===== src/rtl/elp_pkg.sv =====
package elp_pkg;
  localparam int LANES = 4;
  localparam int LANE_W = 8;
  localparam int DATA_W = LANES * LANE_W;

  typedef enum logic [1:0] {
    SZ_BYTE = 2'd0,
    SZ_HALF = 2'd1,
    SZ_WORD = 2'd2,
    SZ_BAD  = 2'd3
  } size_e;

  // strobes from control to datapath
  typedef struct packed {
    logic              wrEn;      // aligned write accepted
    logic              rdEn;      // read accepted (aligned or not)
    logic              fault;     // misaligned request
    logic [LANES-1:0]  laneWe;    // per-lane write enable
    logic [LANES-1:0][1:0] srcLane; // lane used by register byte k
    logic [LANES-1:0]  keepByte;  // register byte k is part of access
  } strobe_t;
endpackage


===== src/rtl/elp_ctrl.sv =====
module elp_ctrl
  import elp_pkg::*;
(
  input  logic       clk,
  input  logic       rstN,
  input  logic       reqValid,
  input  logic       reqWrite,
  input  logic [1:0] reqOffs,
  input  logic [1:0] reqSize,
  input  logic       bigEndian,
  output strobe_t    stb,
  output logic       misalign
);
  logic       aligned;
  logic [2:0] nBytes;
  logic       errQ;

  always_comb begin
    unique case (size_e'(reqSize))
      SZ_BYTE: begin aligned = 1'b1;            nBytes = 3'd1; end
      SZ_HALF: begin aligned = ~reqOffs[0];     nBytes = 3'd2; end
      SZ_WORD: begin aligned = (reqOffs == 2'd0); nBytes = 3'd4; end
      default: begin aligned = 1'b0;            nBytes = 3'd4; end
    endcase
  end

  always_comb begin
    logic [1:0] offs;
    stb = '0;
    stb.fault = reqValid & ~aligned;
    stb.wrEn  = reqValid & reqWrite & aligned;
    stb.rdEn  = reqValid & ~reqWrite;
    for (int k = 0; k < LANES; k++) begin
      stb.keepByte[k] = (3'(k) < nBytes);
      offs = bigEndian ? 2'(nBytes - 3'd1 - 3'(k)) : 2'(k);
      stb.srcLane[k] = reqOffs + offs;
      if (stb.wrEn && stb.keepByte[k])
        stb.laneWe[stb.srcLane[k]] = 1'b1;
    end
  end

  always_ff @(posedge clk) begin
    if (!rstN) errQ <= 1'b0;
    else       errQ <= stb.fault;
  end
  assign misalign = errQ;

  // size code 3 is always refused
  a_r2_bad_size: assert property (@(posedge clk) disable iff (!rstN)
    (reqValid && reqSize == 2'd3) |=> misalign);
  // word at odd address is refused
  a_r2_odd_word: assert property (@(posedge clk) disable iff (!rstN)
    (reqValid && reqSize == 2'd2 && reqOffs[0]) |=> misalign);
  // pulse only follows a request
  a_r3_pulse_cause: assert property (@(posedge clk) disable iff (!rstN)
    (misalign && $past(rstN)) |-> $past(reqValid));
  // write enables exactly the access width
  a_r6_lane_count: assert property (@(posedge clk) disable iff (!rstN)
    stb.wrEn |-> ($countones(stb.laneWe) == (32'd1 << reqSize)));
endmodule


===== src/rtl/elp_datapath.sv =====
module elp_datapath
  import elp_pkg::*;
#(
  parameter int WORD_AW = 6
) (
  input  logic               clk,
  input  logic               rstN,
  input  strobe_t            stb,
  input  logic [WORD_AW-1:0] wordIdx,
  input  logic [DATA_W-1:0]  wrData,
  output logic [DATA_W-1:0]  rdData,
  output logic               rdValid
);
  localparam int WORDS = 1 << WORD_AW;

  logic [LANES-1:0][LANE_W-1:0] mem [WORDS];
  logic [LANES-1:0][LANE_W-1:0] laneData;
  logic [LANES-1:0][LANE_W-1:0] rdNext;
  logic [LANES-1:0][LANE_W-1:0] curWord;

  assign curWord = mem[wordIdx];

  // write steering: each lane picks the register byte mapped onto it
  for (genvar L = 0; L < LANES; L++) begin : g_lane
    always_comb begin
      laneData[L] = '0;
      for (int k = 0; k < LANES; k++)
        if (stb.keepByte[k] && stb.srcLane[k] == 2'(L))
          laneData[L] = wrData[k*LANE_W +: LANE_W];
    end
  end

  // read steering: each register byte picks its lane
  always_comb begin
    for (int k = 0; k < LANES; k++)
      rdNext[k] = (stb.rdEn && !stb.fault && stb.keepByte[k])
                  ? curWord[stb.srcLane[k]] : '0;
  end

  always_ff @(posedge clk) begin
    if (!rstN) begin
      for (int w = 0; w < WORDS; w++) mem[w] <= '0;
      rdData  <= '0;
      rdValid <= 1'b0;
    end else begin
      for (int L = 0; L < LANES; L++)
        if (stb.laneWe[L]) mem[wordIdx][L] <= laneData[L];
      rdData  <= rdNext;
      rdValid <= stb.rdEn;
    end
  end

  // refused request enables no lane
  a_r3_no_write_on_fault: assert property (@(posedge clk) disable iff (!rstN)
    stb.fault |-> (stb.laneWe == '0));
  // refused request returns zero data
  a_r3_zero_on_fault: assert property (@(posedge clk) disable iff (!rstN)
    stb.fault |=> (rdData == '0));
  // read result one cycle later
  a_r8_read_latency: assert property (@(posedge clk) disable iff (!rstN)
    stb.rdEn |=> rdValid);
  // no read, no data
  a_r8_idle_zero: assert property (@(posedge clk) disable iff (!rstN)
    !stb.rdEn |=> (rdData == '0 && !rdValid));
endmodule


===== src/rtl/endian_lane_port.sv =====
module endian_lane_port
  import elp_pkg::*;
#(
  parameter int ADDR_W = 8
) (
  input  logic              clk,
  input  logic              rstN,
  input  logic              reqValid,
  input  logic              reqWrite,
  input  logic [ADDR_W-1:0] reqAddr,
  input  logic [1:0]        reqSize,
  input  logic              bigEndian,
  input  logic [31:0]       wrData,
  output logic [31:0]       rdData,
  output logic              rdValid,
  output logic              misalign
);
  localparam int WORD_AW = ADDR_W - 2;

  strobe_t stb;

  elp_ctrl uCtrl (
    .clk(clk), .rstN(rstN), .reqValid(reqValid), .reqWrite(reqWrite),
    .reqOffs(reqAddr[1:0]), .reqSize(reqSize), .bigEndian(bigEndian),
    .stb(stb), .misalign(misalign)
  );

  elp_datapath #(.WORD_AW(WORD_AW)) uData (
    .clk(clk), .rstN(rstN), .stb(stb), .wordIdx(reqAddr[ADDR_W-1:2]),
    .wrData(wrData), .rdData(rdData), .rdValid(rdValid)
  );

  // byte reads are zero-extended
  a_r7_byte_zero_ext: assert property (@(posedge clk) disable iff (!rstN)
    (reqValid && !reqWrite && reqSize == 2'd0) |=> (rdData[31:8] == 24'd0));
  // halfword reads are zero-extended
  a_r7_half_zero_ext: assert property (@(posedge clk) disable iff (!rstN)
    (reqValid && !reqWrite && reqSize == 2'd1) |=> (rdData[31:16] == 16'd0));
endmodule


===== config.mk =====
export PLATFORM = sky130hd
export DESIGN_NAME = endian_lane_port
export DESIGN_NICKNAME = d
export VERILOG_FILES = /design/src/rtl/elp_pkg.sv /design/src/rtl/elp_ctrl.sv /design/src/rtl/elp_datapath.sv /design/src/rtl/endian_lane_port.sv
export SDC_FILE = /design/constraint.sdc
export NUM_CORES = 2
export LEC_CHECK = 0
export ABC_AREA = 1
export BUFFER_PORTS_ARGS = -buffer_cell sky130_fd_sc_hd__buf_2
export CAP_MARGIN = 15
export CORE_ASPECT_RATIO = 2
export CORE_MARGIN = 2
export CORE_UTILIZATION = 49
export DETAILED_ROUTE_END_ITERATION = 8
export SLEW_MARGIN = 20
export SYNTH_ARGS = -nofsm -noshare
export SYNTH_HDL_FRONTEND = slang
export SYNTH_SLANG_ARGS = --single-unit
export TNS_END_PERCENT = 1

===== constraint.sdc =====
create_clock -name clk -period 3.8 [get_ports clk]
set_input_delay 0.38 -clock clk [delete_from_list [all_inputs] [get_ports clk]]
set_output_delay 0.38 -clock clk [all_outputs]
set_load 0.05 [all_outputs]

==> metrics.txt <==
DR pass1 iterations=6; min-delay src=reqSize[1]; TritonCTS buffer count=191; register share of total power=0.494; post-synthesis adder-cell area fraction=0.0003755; Routed WL=339.2 mm; WP data arrival=3.62 ns; Worst Slack Setup Final=0.7332 ns; Antenna Nets Post-Route=0; r2r startpoint=uData.mem[10][3]; yosys warns=0; fmax=approximately 0.33 GHz; Max-cap violations=0; Skew-Pair Late Insertion Delay=0.90 ns; initial antenna violation count=27; Max-slew headroom=0.2420; Final period util=0.8071; clock share of power=0.368; Clock transition at path regs=0.07 ns; hpwl dp=236.4 mm; syn_nets=11,028; max-slew violation count=0; Mapped Area=99,960 um^2; Design Power=53.82 mW; worst setup path category=in -> reg; family with the most delay on the worst path=simple AND/OR/NAND/NOR gates; worst-path cell chain=buf_2 > inv_2 > nor2_4 > nand2_1 > nor2_1 > buf_12 > nand2_1 > nand2_1; Power Density=480.3 nW/um^2; number of port buffers=80; DRT iter0 DRCs=7,487; xor/xnor share of the synthesized area=0.0001752; Die Y=642.7 um; final setup fails=0; Leak Pwr=46.55 nW; average vias per placed instance=5.447; GP Congestion=about 1.0; syn_area_per_cell=between 9 and 10 um^2; Sw Ratio=0.2713; CTS tree=built; Die Area=between 200,000 and 250,000 um^2; Non-Filler Instances=about 14,000; critical path launch point=reqAddr[4]; CP Launch Type=input pin; number of flops mapped to enable cells by yosys=2,048; P_int=39.22 mW; Top cell by count, worst path=nand2_1; Seq/Total Area, Yosys=0.6221; Core Box Area=202,900 um^2; VDD IR max=0.3050 mV; synthesized flop and latch total=2,082; share of post-route cells with drive strength above 1=0.1181; P_sw=14.60 mW; vias=75,856; post-synthesis instance total=10,978; endpoints failing hold=0; clk root buf=clkbuf_16; simple-gate share of the synthesized area=0.2596; die width=323.4 um; # IOs=81; minimum clock period=between 3 and 4 ns; first-pass GRT wire length=a little under 500 mm; clock sink count=between 2,000 and 2,500; per-cell routed wire length=24.36 um; Yosys top cell by area=edfxtp_1; Synth Area in Compound Gates=0.04101; async set-reset flop share out of synthesis=0; fin nets=between 10,000 and 15,000; initial core utilization=0.4926; dpl ws=-0.07732 ns; most frequent cells in the layout=2,639 x nor2_1, 2,492 x nand2_1, 2,048 x edfxtp_1, 1,245 x inv_1, 703 x nand3_1; FP Rows=about 230; GRT Util Overall=0.3241; largest family of logic cells by synthesized area=simple AND/OR/NAND/NOR gates; Worst-Margin Slew=1.133 ns; worst-path maximum fanout=15; most used flip-flop cell after synthesis=edfxtp_1; # H-tree levels=4; Setup crit end kind=flip-flop; vias in the first global route=74,488; largest net degree at the start of global routing=143; Yosys top cell area share=0.6153; RSZ-0062 raised after global routing=false; synthesis-to-layout area growth=12.12%; Synth cell types=38; Util after Layout=0.5523; CP max stage delay=0.95 ns; DRC viols=0; CP max-delay cell=nor2_1; worst min path class=in -> reg; Setup Fix Bufs, Post-CTS=0; placed insts=between 10,000 and 15,000; most common cell after layout, fill and taps aside=nor2_1; mux contribution to synthesized area=0; clk_skew=approximately 0.034 ns; fillcell total=18,087; Gate power share=0.137; total grt overflow=0; outcome=finished, final reports clean; Critical Path RT=between 4 and 5 ns; CP Buf/Inv Count=3; largest cells by area after synthesis=edfxtp_1 62%, nor2_1 9.9%, nand2_1 9.4%; CTS max path bufs=4
## cells by family after synthesis
family	Yosys count
AO/OA/AOI/OAI	667
AND/OR/NAND/NOR	6324
adder cells (fa/ha/maj)	3
buffers and inverters	1900
XOR/XNOR	2
flip-flops	2082
## power groups by stage
stage | Sequential (mW) | Clock (mW) | Combinational [mW]
floorplan | 27.0 | 0 | 3.84
global placement | 27.1 | 0 | 7.26
detailed placement | 27.1 | 0 | 7.28
CTS | 26.6 | 20.0 | 7.31
global route | 26.7 | 20.7 | 7.75
finish | 26.6 | 19.8 | 7.38
## synthesized netlist by cell type, types with 3 or more instances
cell and instances:
a21oi_1 12, and2_1 3, buf_1 23, buf_2 343, buf_4 25, clkbuf_1 245, clkinv_1 3, dfxtp_1 34
edfxtp_1 2048, ha_1 3, inv_1 1245, inv_2 14, nand2_1 2493, nand2_2 135, nand2_4 11, nand3_1 703
nand4_1 6, nor2_1 2644, nor3_2 7, o2111ai_1 10, o211ai_1 208, o21ai_0 378, o21ai_1 27, o21ai_2 12
o22ai_2 19, or2_2 312
## metrics by stage
| stage | hold WS, ns | setup TNS [ns] | area, um^2 |
|---|---|---|---|
| floorplan | 0.4639 | 0 | 99960 |
| global placement | 0.5773 | -1.504 | 105700 |
| detailed placement | 0.5746 | -1.211 | 105700 |
| CTS | 0.2035 | 0 | 112000 |
| global route | 0.2409 | 0 | 112000 |
| finish | 0.2329 | 0 | 112100 |
## tightest hold or removal path: cells and delay by family
family                 cells  cell delay [ns]
AND/OR/NAND/NOR            5             0.59
buffers and inverters      1             0.10
## registers in the layout, indices dropped and copies added (netlist names)
| register | cells |
|---|---|
| uCtrl.misalign | 1 |
| uData.mem | 2048 |
| uData.rdData | 32 |
| uData.rdValid | 1 |
## what timing repair did
item,4_1_cts,5_1_grt
endpoints found under the hold margin,2,0
resized for setup,0,0
hold buffers,5,0
## cell type report
type | count | area [um^2] | area share
tap | 2714 | 3396 | 0.03030
inverter | 1262 | 4745 | 0.04234
antenna | 23 | 57.56 | 0.0005136
timing repair buffer | 513 | 5010 | 0.04470
clock inverter | 120 | 1292 | 0.01153
sequential | 2082 | 62180 | 0.5548
multi-input combinational | 6996 | 30430 | 0.2715
clock buffer | 216 | 4959 | 0.04425
## path summary, 6_finish.rpt
path | end | slack (ns) | depth (start not counted)
max | uData.mem[60][21] | 0.73 | 8
min | uData.rdData[19] | 0.23 | 6
max reg2reg | uData.rdData[27] | 0.90 | 11
min reg2reg | uData.rdData[2] | 1.11 | 12
## per-layer routing
metal,up-vias,track usage,wire (um)
met5,-,0,36
met4,6,0.2386,29280
met3,962,0.05201,25010
met2,3226,0.5573,168200
met1,36438,0.3599,116700
li1,35224,-,-
Note: power is estimated with default switching activity, not from simulation.
